$ cat src/rtl/irqc_pkg.sv
package irqc_pkg;
    localparam int DATA_W = 8;
    localparam int ADDR_W = 2;
    localparam int NUM_PC = 6;

    localparam logic [ADDR_W-1:0] ADDR_CTRL = 2'd0;
    localparam logic [ADDR_W-1:0] ADDR_FLAG = 2'd1;
    localparam logic [ADDR_W-1:0] ADDR_MASK = 2'd2;

    localparam int BIT_EXT = 6;
    localparam int BIT_PC  = 5;

    typedef enum logic [1:0] {
        SENSE_LOW  = 2'b00,
        SENSE_ANY  = 2'b01,
        SENSE_FALL = 2'b10,
        SENSE_RISE = 2'b11
    } sense_e;
endpackage

$ cat src/rtl/irqc_sync.sv
module irqc_sync #(
    parameter int W = 7
) (
    input  logic         clk,
    input  logic         rst_n,
    input  logic [W-1:0] din,
    output logic [W-1:0] sync_o,
    output logic [W-1:0] prev_o
);
    typedef struct packed {
        logic [W-1:0] s1;
        logic [W-1:0] s2;
        logic [W-1:0] prev;
    } sync_t;

    sync_t st_d, st_q;

    always_comb begin
        st_d      = st_q;
        st_d.s1   = din;
        st_d.s2   = st_q.s1;
        st_d.prev = st_q.s2;
    end

    always_ff @(posedge clk or negedge rst_n) begin
        if (!rst_n) st_q <= '0;
        else        st_q <= st_d;
    end

    assign sync_o = st_q.s2;
    assign prev_o = st_q.prev;

    // the synchronized value is the input from two edges ago
    a_r10_two_stage: assert property (@(posedge clk) disable iff (!rst_n)
        1'b1 |=> sync_o == $past(st_q.s1));
endmodule

$ cat src/rtl/irqc_ext_detect.sv
module irqc_ext_detect
    import irqc_pkg::*;
(
    input  logic   sync_i,
    input  logic   prev_i,
    input  sense_e sense_i,
    output logic   evt_o,
    output logic   level_req_o
);
    logic rise, fall;

    always_comb begin
        rise = sync_i & ~prev_i;
        fall = ~sync_i & prev_i;
        unique case (sense_i)
            SENSE_ANY:  evt_o = rise | fall;
            SENSE_FALL: evt_o = fall;
            SENSE_RISE: evt_o = rise;
            default:    evt_o = 1'b0;
        endcase
        level_req_o = (sense_i == SENSE_LOW) & ~sync_i;
    end
endmodule

$ cat src/rtl/irqc_pc_detect.sv
module irqc_pc_detect #(
    parameter int N = 6
) (
    input  logic [N-1:0] sync_i,
    input  logic [N-1:0] prev_i,
    input  logic [N-1:0] mask_i,
    input  logic         grp_en_i,
    output logic         evt_o
);
    logic [N-1:0] hit;

    for (genvar i = 0; i < N; i++) begin : g_pin
        assign hit[i] = (sync_i[i] ^ prev_i[i]) & mask_i[i];
    end

    assign evt_o = grp_en_i & (|hit);
endmodule

$ cat src/rtl/irqc_top.sv
module irqc_top
    import irqc_pkg::*;
(
    input  logic              clk,
    input  logic              rst_n,
    input  logic              reg_wr,
    input  logic [ADDR_W-1:0] reg_addr,
    input  logic [DATA_W-1:0] reg_wdata,
    output logic [DATA_W-1:0] reg_rdata,
    input  logic              ext_pin,
    input  logic [NUM_PC-1:0] pc_pins,
    input  logic              gie,
    input  logic              ack_ext,
    input  logic              ack_pc,
    output logic              irq_ext,
    output logic              irq_pc
);
    localparam int SW = NUM_PC + 1;

    typedef struct packed {
        sense_e            sense;
        logic              ext_en;
        logic              pc_en;
        logic [NUM_PC-1:0] mask;
        logic              ext_flag;
        logic              pc_flag;
    } regs_t;

    regs_t r_d, r_q;

    logic [SW-1:0] sync_w, prev_w;
    logic          ext_evt, pc_evt, level_req;
    logic          wr_ctrl, wr_flag, wr_mask;
    logic          clr_ext, clr_pc;
    logic          unused_wdata;

    irqc_sync #(.W(SW)) u_sync (
        .clk    (clk),
        .rst_n  (rst_n),
        .din    ({ext_pin, pc_pins}),
        .sync_o (sync_w),
        .prev_o (prev_w)
    );

    irqc_ext_detect u_ext (
        .sync_i      (sync_w[SW-1]),
        .prev_i      (prev_w[SW-1]),
        .sense_i     (r_q.sense),
        .evt_o       (ext_evt),
        .level_req_o (level_req)
    );

    irqc_pc_detect #(.N(NUM_PC)) u_pc (
        .sync_i   (sync_w[NUM_PC-1:0]),
        .prev_i   (prev_w[NUM_PC-1:0]),
        .mask_i   (r_q.mask),
        .grp_en_i (r_q.pc_en),
        .evt_o    (pc_evt)
    );

    assign unused_wdata = ^reg_wdata;

    always_comb begin
        r_d     = r_q;
        wr_ctrl = reg_wr && (reg_addr == ADDR_CTRL);
        wr_flag = reg_wr && (reg_addr == ADDR_FLAG);
        wr_mask = reg_wr && (reg_addr == ADDR_MASK);
        clr_ext = ack_ext | (wr_flag & reg_wdata[BIT_EXT]);
        clr_pc  = ack_pc  | (wr_flag & reg_wdata[BIT_PC]);

        if (wr_ctrl) begin
            r_d.sense  = sense_e'(reg_wdata[1:0]);
            r_d.ext_en = reg_wdata[BIT_EXT];
            r_d.pc_en  = reg_wdata[BIT_PC];
        end
        if (wr_mask) begin
            r_d.mask = reg_wdata[NUM_PC-1:0];
        end

        // set has priority over clear
        if (r_q.sense == SENSE_LOW) r_d.ext_flag = 1'b0;
        else if (ext_evt)           r_d.ext_flag = 1'b1;
        else if (clr_ext)           r_d.ext_flag = 1'b0;

        if (pc_evt)      r_d.pc_flag = 1'b1;
        else if (clr_pc) r_d.pc_flag = 1'b0;
    end

    always_ff @(posedge clk or negedge rst_n) begin
        if (!rst_n) r_q <= '{sense: SENSE_LOW, default: '0};
        else        r_q <= r_d;
    end

    always_comb begin
        reg_rdata = '0;
        unique case (reg_addr)
            ADDR_CTRL: begin
                reg_rdata[1:0]     = r_q.sense;
                reg_rdata[BIT_EXT] = r_q.ext_en;
                reg_rdata[BIT_PC]  = r_q.pc_en;
            end
            ADDR_FLAG: begin
                reg_rdata[BIT_EXT] = r_q.ext_flag;
                reg_rdata[BIT_PC]  = r_q.pc_flag;
            end
            ADDR_MASK: reg_rdata[NUM_PC-1:0] = r_q.mask;
            default:   reg_rdata = '0;
        endcase
    end

    assign irq_ext = gie & r_q.ext_en &
                     ((r_q.sense == SENSE_LOW) ? level_req : r_q.ext_flag);
    assign irq_pc  = gie & r_q.pc_en & r_q.pc_flag;

    // level mode keeps the external flag at zero
    a_r6_level_flag_zero: assert property (@(posedge clk) disable iff (!rst_n)
        (r_q.sense == SENSE_LOW) |=> !r_q.ext_flag);

    // requests need the global enable and the local enable
    a_r7_irq_gated: assert property (@(posedge clk) disable iff (!rst_n)
        (irq_ext |-> (gie && r_q.ext_en)) and (irq_pc |-> (gie && r_q.pc_en)));

    // the pin-change flag only rises after a detected change
    a_r3_pc_no_spurious: assert property (@(posedge clk) disable iff (!rst_n)
        (!r_q.pc_flag && !pc_evt) |=> !r_q.pc_flag);

    // acknowledge without a new event clears the flag
    a_r4_ack_clears: assert property (@(posedge clk) disable iff (!rst_n)
        (ack_pc && !pc_evt) |=> !r_q.pc_flag);

    // a set event wins over any clear in the same cycle
    a_r8_set_wins: assert property (@(posedge clk) disable iff (!rst_n)
        (ext_evt && r_q.sense != SENSE_LOW) |=> r_q.ext_flag);
endmodule

$ cat config.mk
export PLATFORM = sky130hd
export DESIGN_NAME = irqc_top
export DESIGN_NICKNAME = d
export VERILOG_FILES = /design/src/rtl/irqc_pkg.sv /design/src/rtl/irqc_sync.sv /design/src/rtl/irqc_ext_detect.sv /design/src/rtl/irqc_pc_detect.sv /design/src/rtl/irqc_top.sv
export SDC_FILE = /design/constraint.sdc
export NUM_CORES = 1
export LEC_CHECK = 0
export CORE_MARGIN = 10
export CORE_UTILIZATION = 50
export CTS_CLUSTER_DIAMETER = 100
export DETAILED_ROUTE_END_ITERATION = 8
export GPL_ROUTABILITY_DRIVEN = 0
export MAX_ROUTING_LAYER = met4
export PLACE_DENSITY = 0.81
export SLEW_MARGIN = 20
export SYNTH_ARGS = -nofsm -noshare
export SYNTH_HDL_FRONTEND = slang
export SYNTH_SLANG_ARGS = --single-unit
$ cat constraint.sdc
create_clock -name clk -period 3 [get_ports clk]
set_input_delay 0.45 -clock clk [delete_from_list [all_inputs] [get_ports clk]]
set_output_delay 0.45 -clock clk [all_outputs]
set_load 0.005 [all_outputs]
* After elaboration in Yosys (flattened, before gate mapping)
Index checks and enable logic that the tools add are counted.
Storage, ports and cells: register bits after elaboration 33, bits in latches 0, memory bits (writable) 0, ROM bits 0, bits of input ports 23, output and inout bits 10, memories 0
Cells by class: add/sub/neg operators 0, multiply operators 0, divide/modulo/power cells 0, magnitude comparators 0, equal/unequal tests 5, shift-type cells 0, multiplexer cells 11, bitwise logic cells 27, reductions and logical operators 8
Operators with widths (count):
- $and A1 B1 Y1 | 16
- $eq A2 B2 Y1 const B | 3
- $mux W1 | 6
- $pmux W1 S3 | 2
- $reduce_or A6 Y1 | 1
- $xor A1 B1 Y1 | 6
- $eq A2 B1 Y1 const B | 2
- $logic_not A2 Y1 | 2
- $pmux W2 S2 | 1
- $logic_and A1 B1 Y1 | 3
- $mux W3 | 1
- $or A1 B1 Y1 | 3
- $reduce_bool A3 Y1 | 1
- $not A1 Y1 | 2
- $pmux W1 S2 | 1
- $reduce_bool A2 Y1 | 1

* Logic depth before layout (Yosys ltp)
depth in word-level cells 7, mapped depth 4, gate-level depth less buffers 4

* Modules after synthesis
A second synthesis with hierarchy kept.
Unflattened totals: cells, all modules 101, area, all modules 1386.3 um2
Modules (own cells, without submodules):
- irqc_top | times used 1, cells each 54, area an instance 659.4 um2, seq. area each 300.3 um2
- irqc_sync | times used 1, cells each 28, area an instance 578.1 um2, seq. area each 525.5 um2
- irqc_pc_detect | times used 1, cells each 11, area an instance 85.1 um2, seq. area each 0.0 um2
- irqc_ext_detect | times used 1, cells each 8, area an instance 63.8 um2, seq. area each 0.0 um2

* Least setup slack after synthesis
No wires, ideal clock.
kind input port to output port, from in reg_addr[1], to out reg_rdata[2], data arrival time 899 ps, setup slack 1651 ps, stages on the path 3, cell sequence buf_6 > nor2b_4 > and2_2
On the way: cells in the longest elaborated chain, start to end 2
Ends and longest elaborated chain:
- start: declaration | RTL line irqc_top.sv:7 | input logic [ADDR_W-1:0] reg_addr,
- $eq A2 B2 Y1 | RTL line irqc_top.sv:96 | unique case (reg_addr)
- $mux W3 | RTL line irqc_top.sv:96
- end: declaration | RTL line irqc_top.sv:9 | output logic [DATA_W-1:0] reg_rdata,
Every way passes these cells.

* Final worst setup path
from in reg_addr[0], to out reg_rdata[3]
Same word-level chain as after synthesis.

==> out/metrics.cfg <==
[synthesis]
synth-async-reset-ratio_pct = 100
synth.area.mux_share_pct = 14.1
syn_area_um2 = 1330
synth_cell_type_count = 25
yosysWarnings = 0
synthAdderAreaFrac_pct = 1.89
synth_xor_area_share_pct = 3.96
ys_seq_area_share_pct = 62.3
syn_area_per_cell_um2 = 14.9
synth_top_family_by_area = multiplexers
synth_nets = 114
synth-edff-count = 0
synthSimpleGateAreaFrac_pct = 10.3
synth_cells = 89
ys_seq_elements = 33
synth_compound_area_share_pct = 4.15
synth-main-ff-cell = dfrtp_1

[final_layout]
antenna_cells = 0
area_delta_synth_final_pct = 28.2
stdcell_count = 156
multi_input_area_um2 = 459
fillers = 178
finish.net_count = 150
regArea_um2 = 826
stdcell_area_um2 = 1700
layout-drive-gt1-share_pct = 20.6

[sta]
setup_tns_ns = 0
min_period_ns = 2.50
hold_violations = 0
setup_violations = 0
period_share_pct = 83.3
finalHoldWorstSlack_ns = 0.355
drv_slew = 0
rsz0062_at_grt = no
fin_skew_ns = 0.00471
fmax_mhz = 400

[pwr]
pwr-share-clk_pct = 24.2
p_per_area_nw_per_um2 = 545
power.internal_uw = 695
seqPwrFrac_pct = 57.2
p_sw_uw = 232
p_leak_nw = 0.775
combPwrFrac_pct = 18.6
ir_drop_mv = 0.433
power_uw = 927
switching_share_pct = 25.0

[global_route]
grt_pass1_vias = 888
antenna_found_initial = 0
grt_pass1_wl_um = 4150
grt_max_degree = 34
globalRouteOverflowTotal = 0
track_usage_pct = 10.6

[routing]
final_antenna_net_count = 0
dr.pass1.iters = 5
vias = 796
drcViolationCount = 0
wl_per_cell_um = 15.6
via_per_inst = 5.10
wirelength_um = 2430
drt-initial-drc-count = 44

[clock_tree]
cts.htree.levels = 2
hold_buffers = 0
cts_root_buf = clkbuf_4
clk_path_buf_depth = 2
clkLatencyLatePin_ns = 0.32
cts-resized-gates = 0
post_cts_buffers = 0
clock_sinks = 33
cts_tree = yes
clkTransAtPathRegs_ns = 0.09
cts_made_buffers = 5

[floorplan]
num_rows = 18
ios = 33
initial_core_util_pct = 53.1
die_w_um = 71.5
die_h_um = 71.5
dieArea_um2 = 5110
core_area_um2 = 2500

[placement]
io_buffers = 30
post-dp-hpwl_um = 1890
dpl_cell_area_um2 = 1650
post-place-cells = 148

[worst_setup_path]
cp_data_arrival_time_ns = 2.05
cp-start-kind = primary input
path_class = primary input to output pin
worstPathRequired_ns = 2.55
worst_setup_path_end_kind = output pin
critPathMaxFanout = 8
r2r_cells = 4
regToRegSetupSlack_ns = 1.71

[hold_path]
hold_depth = 0
worst_hold_path_type = flip-flop to flip-flop

[outcome]
outcome = complete, no violations

[job]
max_cap_viol_count = 0

cells in the final DEF, fill, tap and decap left out, types with 2 or more instances in the layout:
| cell type | instances |
|---|---|
| dfrtp_1 | 33 |
| clkdlybuf4s50_1 | 30 |
| mux2_4 | 6 |
| xor2_1 | 6 |
| nor2_1 | 5 |
| mux2_2 | 5 |
| clkbuf_4 | 5 |
| mux2i_1 | 4 |
| inv_1 | 3 |
| and2_2 | 3 |
| a22oi_1 | 3 |
| nand2_1 | 2 |
| nor3b_1 | 2 |
| nand4b_1 | 2 |
| ha_1 | 2 |
| clkinv_2 | 2 |
| buf_4 | 2 |
critical path: stages:
cell and delay, ns:
clkdlybuf4s50_1 0.65, nor2b_4 0.28, and2_2 0.17, clkdlybuf4s50_1 0.50
through the flow:
stage	setup WS, ns	utilization (%)
floorplan	1.65	-
global placement	0.542	66.0
detailed placement	0.497	66.0
CTS	0.496	68.0
global route	0.393	68.0
finish	0.501	68.0
area by class of cell:
type | instances | area share (%)
inverters | 3 | 0.662
clock inverters | 2 | 0.589
multi-input cells | 50 | 27.0
clock buffers | 6 | 2.43
flip-flops and latches | 33 | 48.6
repair buffers | 32 | 18.5
well taps | 30 | 2.21
cells in the mapped netlist (2+ instances only):
| cell type | number | area [um2] |
|---|---|---|
| buf_6 | 2 | 22.5 |
| dfrtp_1 | 33 | 826 |
| ha_1 | 2 | 25.0 |
| a22oi_1 | 3 | 22.5 |
| nor3b_1 | 2 | 15.0 |
| and2_2 | 3 | 22.5 |
| nand2_1 | 2 | 7.51 |
| xor2_1 | 6 | 52.6 |
| mux2_4 | 6 | 90.1 |
| nand4b_1 | 2 | 17.5 |
| inv_1 | 3 | 11.3 |
| nor2_1 | 5 | 18.8 |
| mux2_2 | 5 | 56.3 |
| mux2i_1 | 4 | 40.0 |
state kept, by name, summed over array words and instances, names as in the netlist:
| register | flops |
|---|---|
| u_sync.prev_o | 7 |
| u_sync.st_d | 7 |
| r_q | 12 |
| u_sync.sync_o | 7 |
kinds of logic (layout without fill, tap and decap cells):
| family | after synthesis | after routing |
|---|---|---|
| other | 1 | 1 |
| AOI/OAI and AO/OA | 7 | 7 |
| buffers and inverters | 6 | 43 |
| muxes | 15 | 15 |
| xor gates and xnor gates | 6 | 6 |
| and+or+nand+nor | 19 | 19 |
| adders and majority gates | 2 | 2 |
| DFF | 33 | 33 |
final timing paths:
path / endpoint / startpoint
max in group asynchronous: u_sync.sync_o[1] / rst_n
min reg2reg: u_sync.sync_o[4] / u_sync.st_d[11]
max: reg_rdata[3] / reg_addr[0]
max reg2reg: r_q[1] / u_sync.sync_o[6]
min in group asynchronous: r_q[10] / rst_n
min: u_sync.sync_o[4] / u_sync.st_d[11]
power by group through the flow:
| stage | Clock, mW | Combinational, mW | Sequential (mW) |
|---|---|---|---|
| floorplan | 0 | 0.0967 | 0.527 |
| global placement | 0 | 0.168 | 0.534 |
| detailed placement | 0 | 0.175 | 0.539 |
| CTS | 0.236 | 0.176 | 0.530 |
| global route | 0.254 | 0.190 | 0.537 |
| finish | 0.224 | 0.172 | 0.530 |
routing by layer:
metal | wire (um) | GRT usage (%) | vias to the layer above | part of all wire (%)
li1 | - | - | 375 | -
met5 | 0 | - | - | 0
met2 | 1230 | 16.7 | 25 | 51
met1 | 987 | 10.7 | 394 | 41
met3 | 186 | 5.79 | 2 | 7.6
met4 | 28 | 4.52 | 0 | 1.2
No activity file was read; power rests on OpenSTA's default activity.
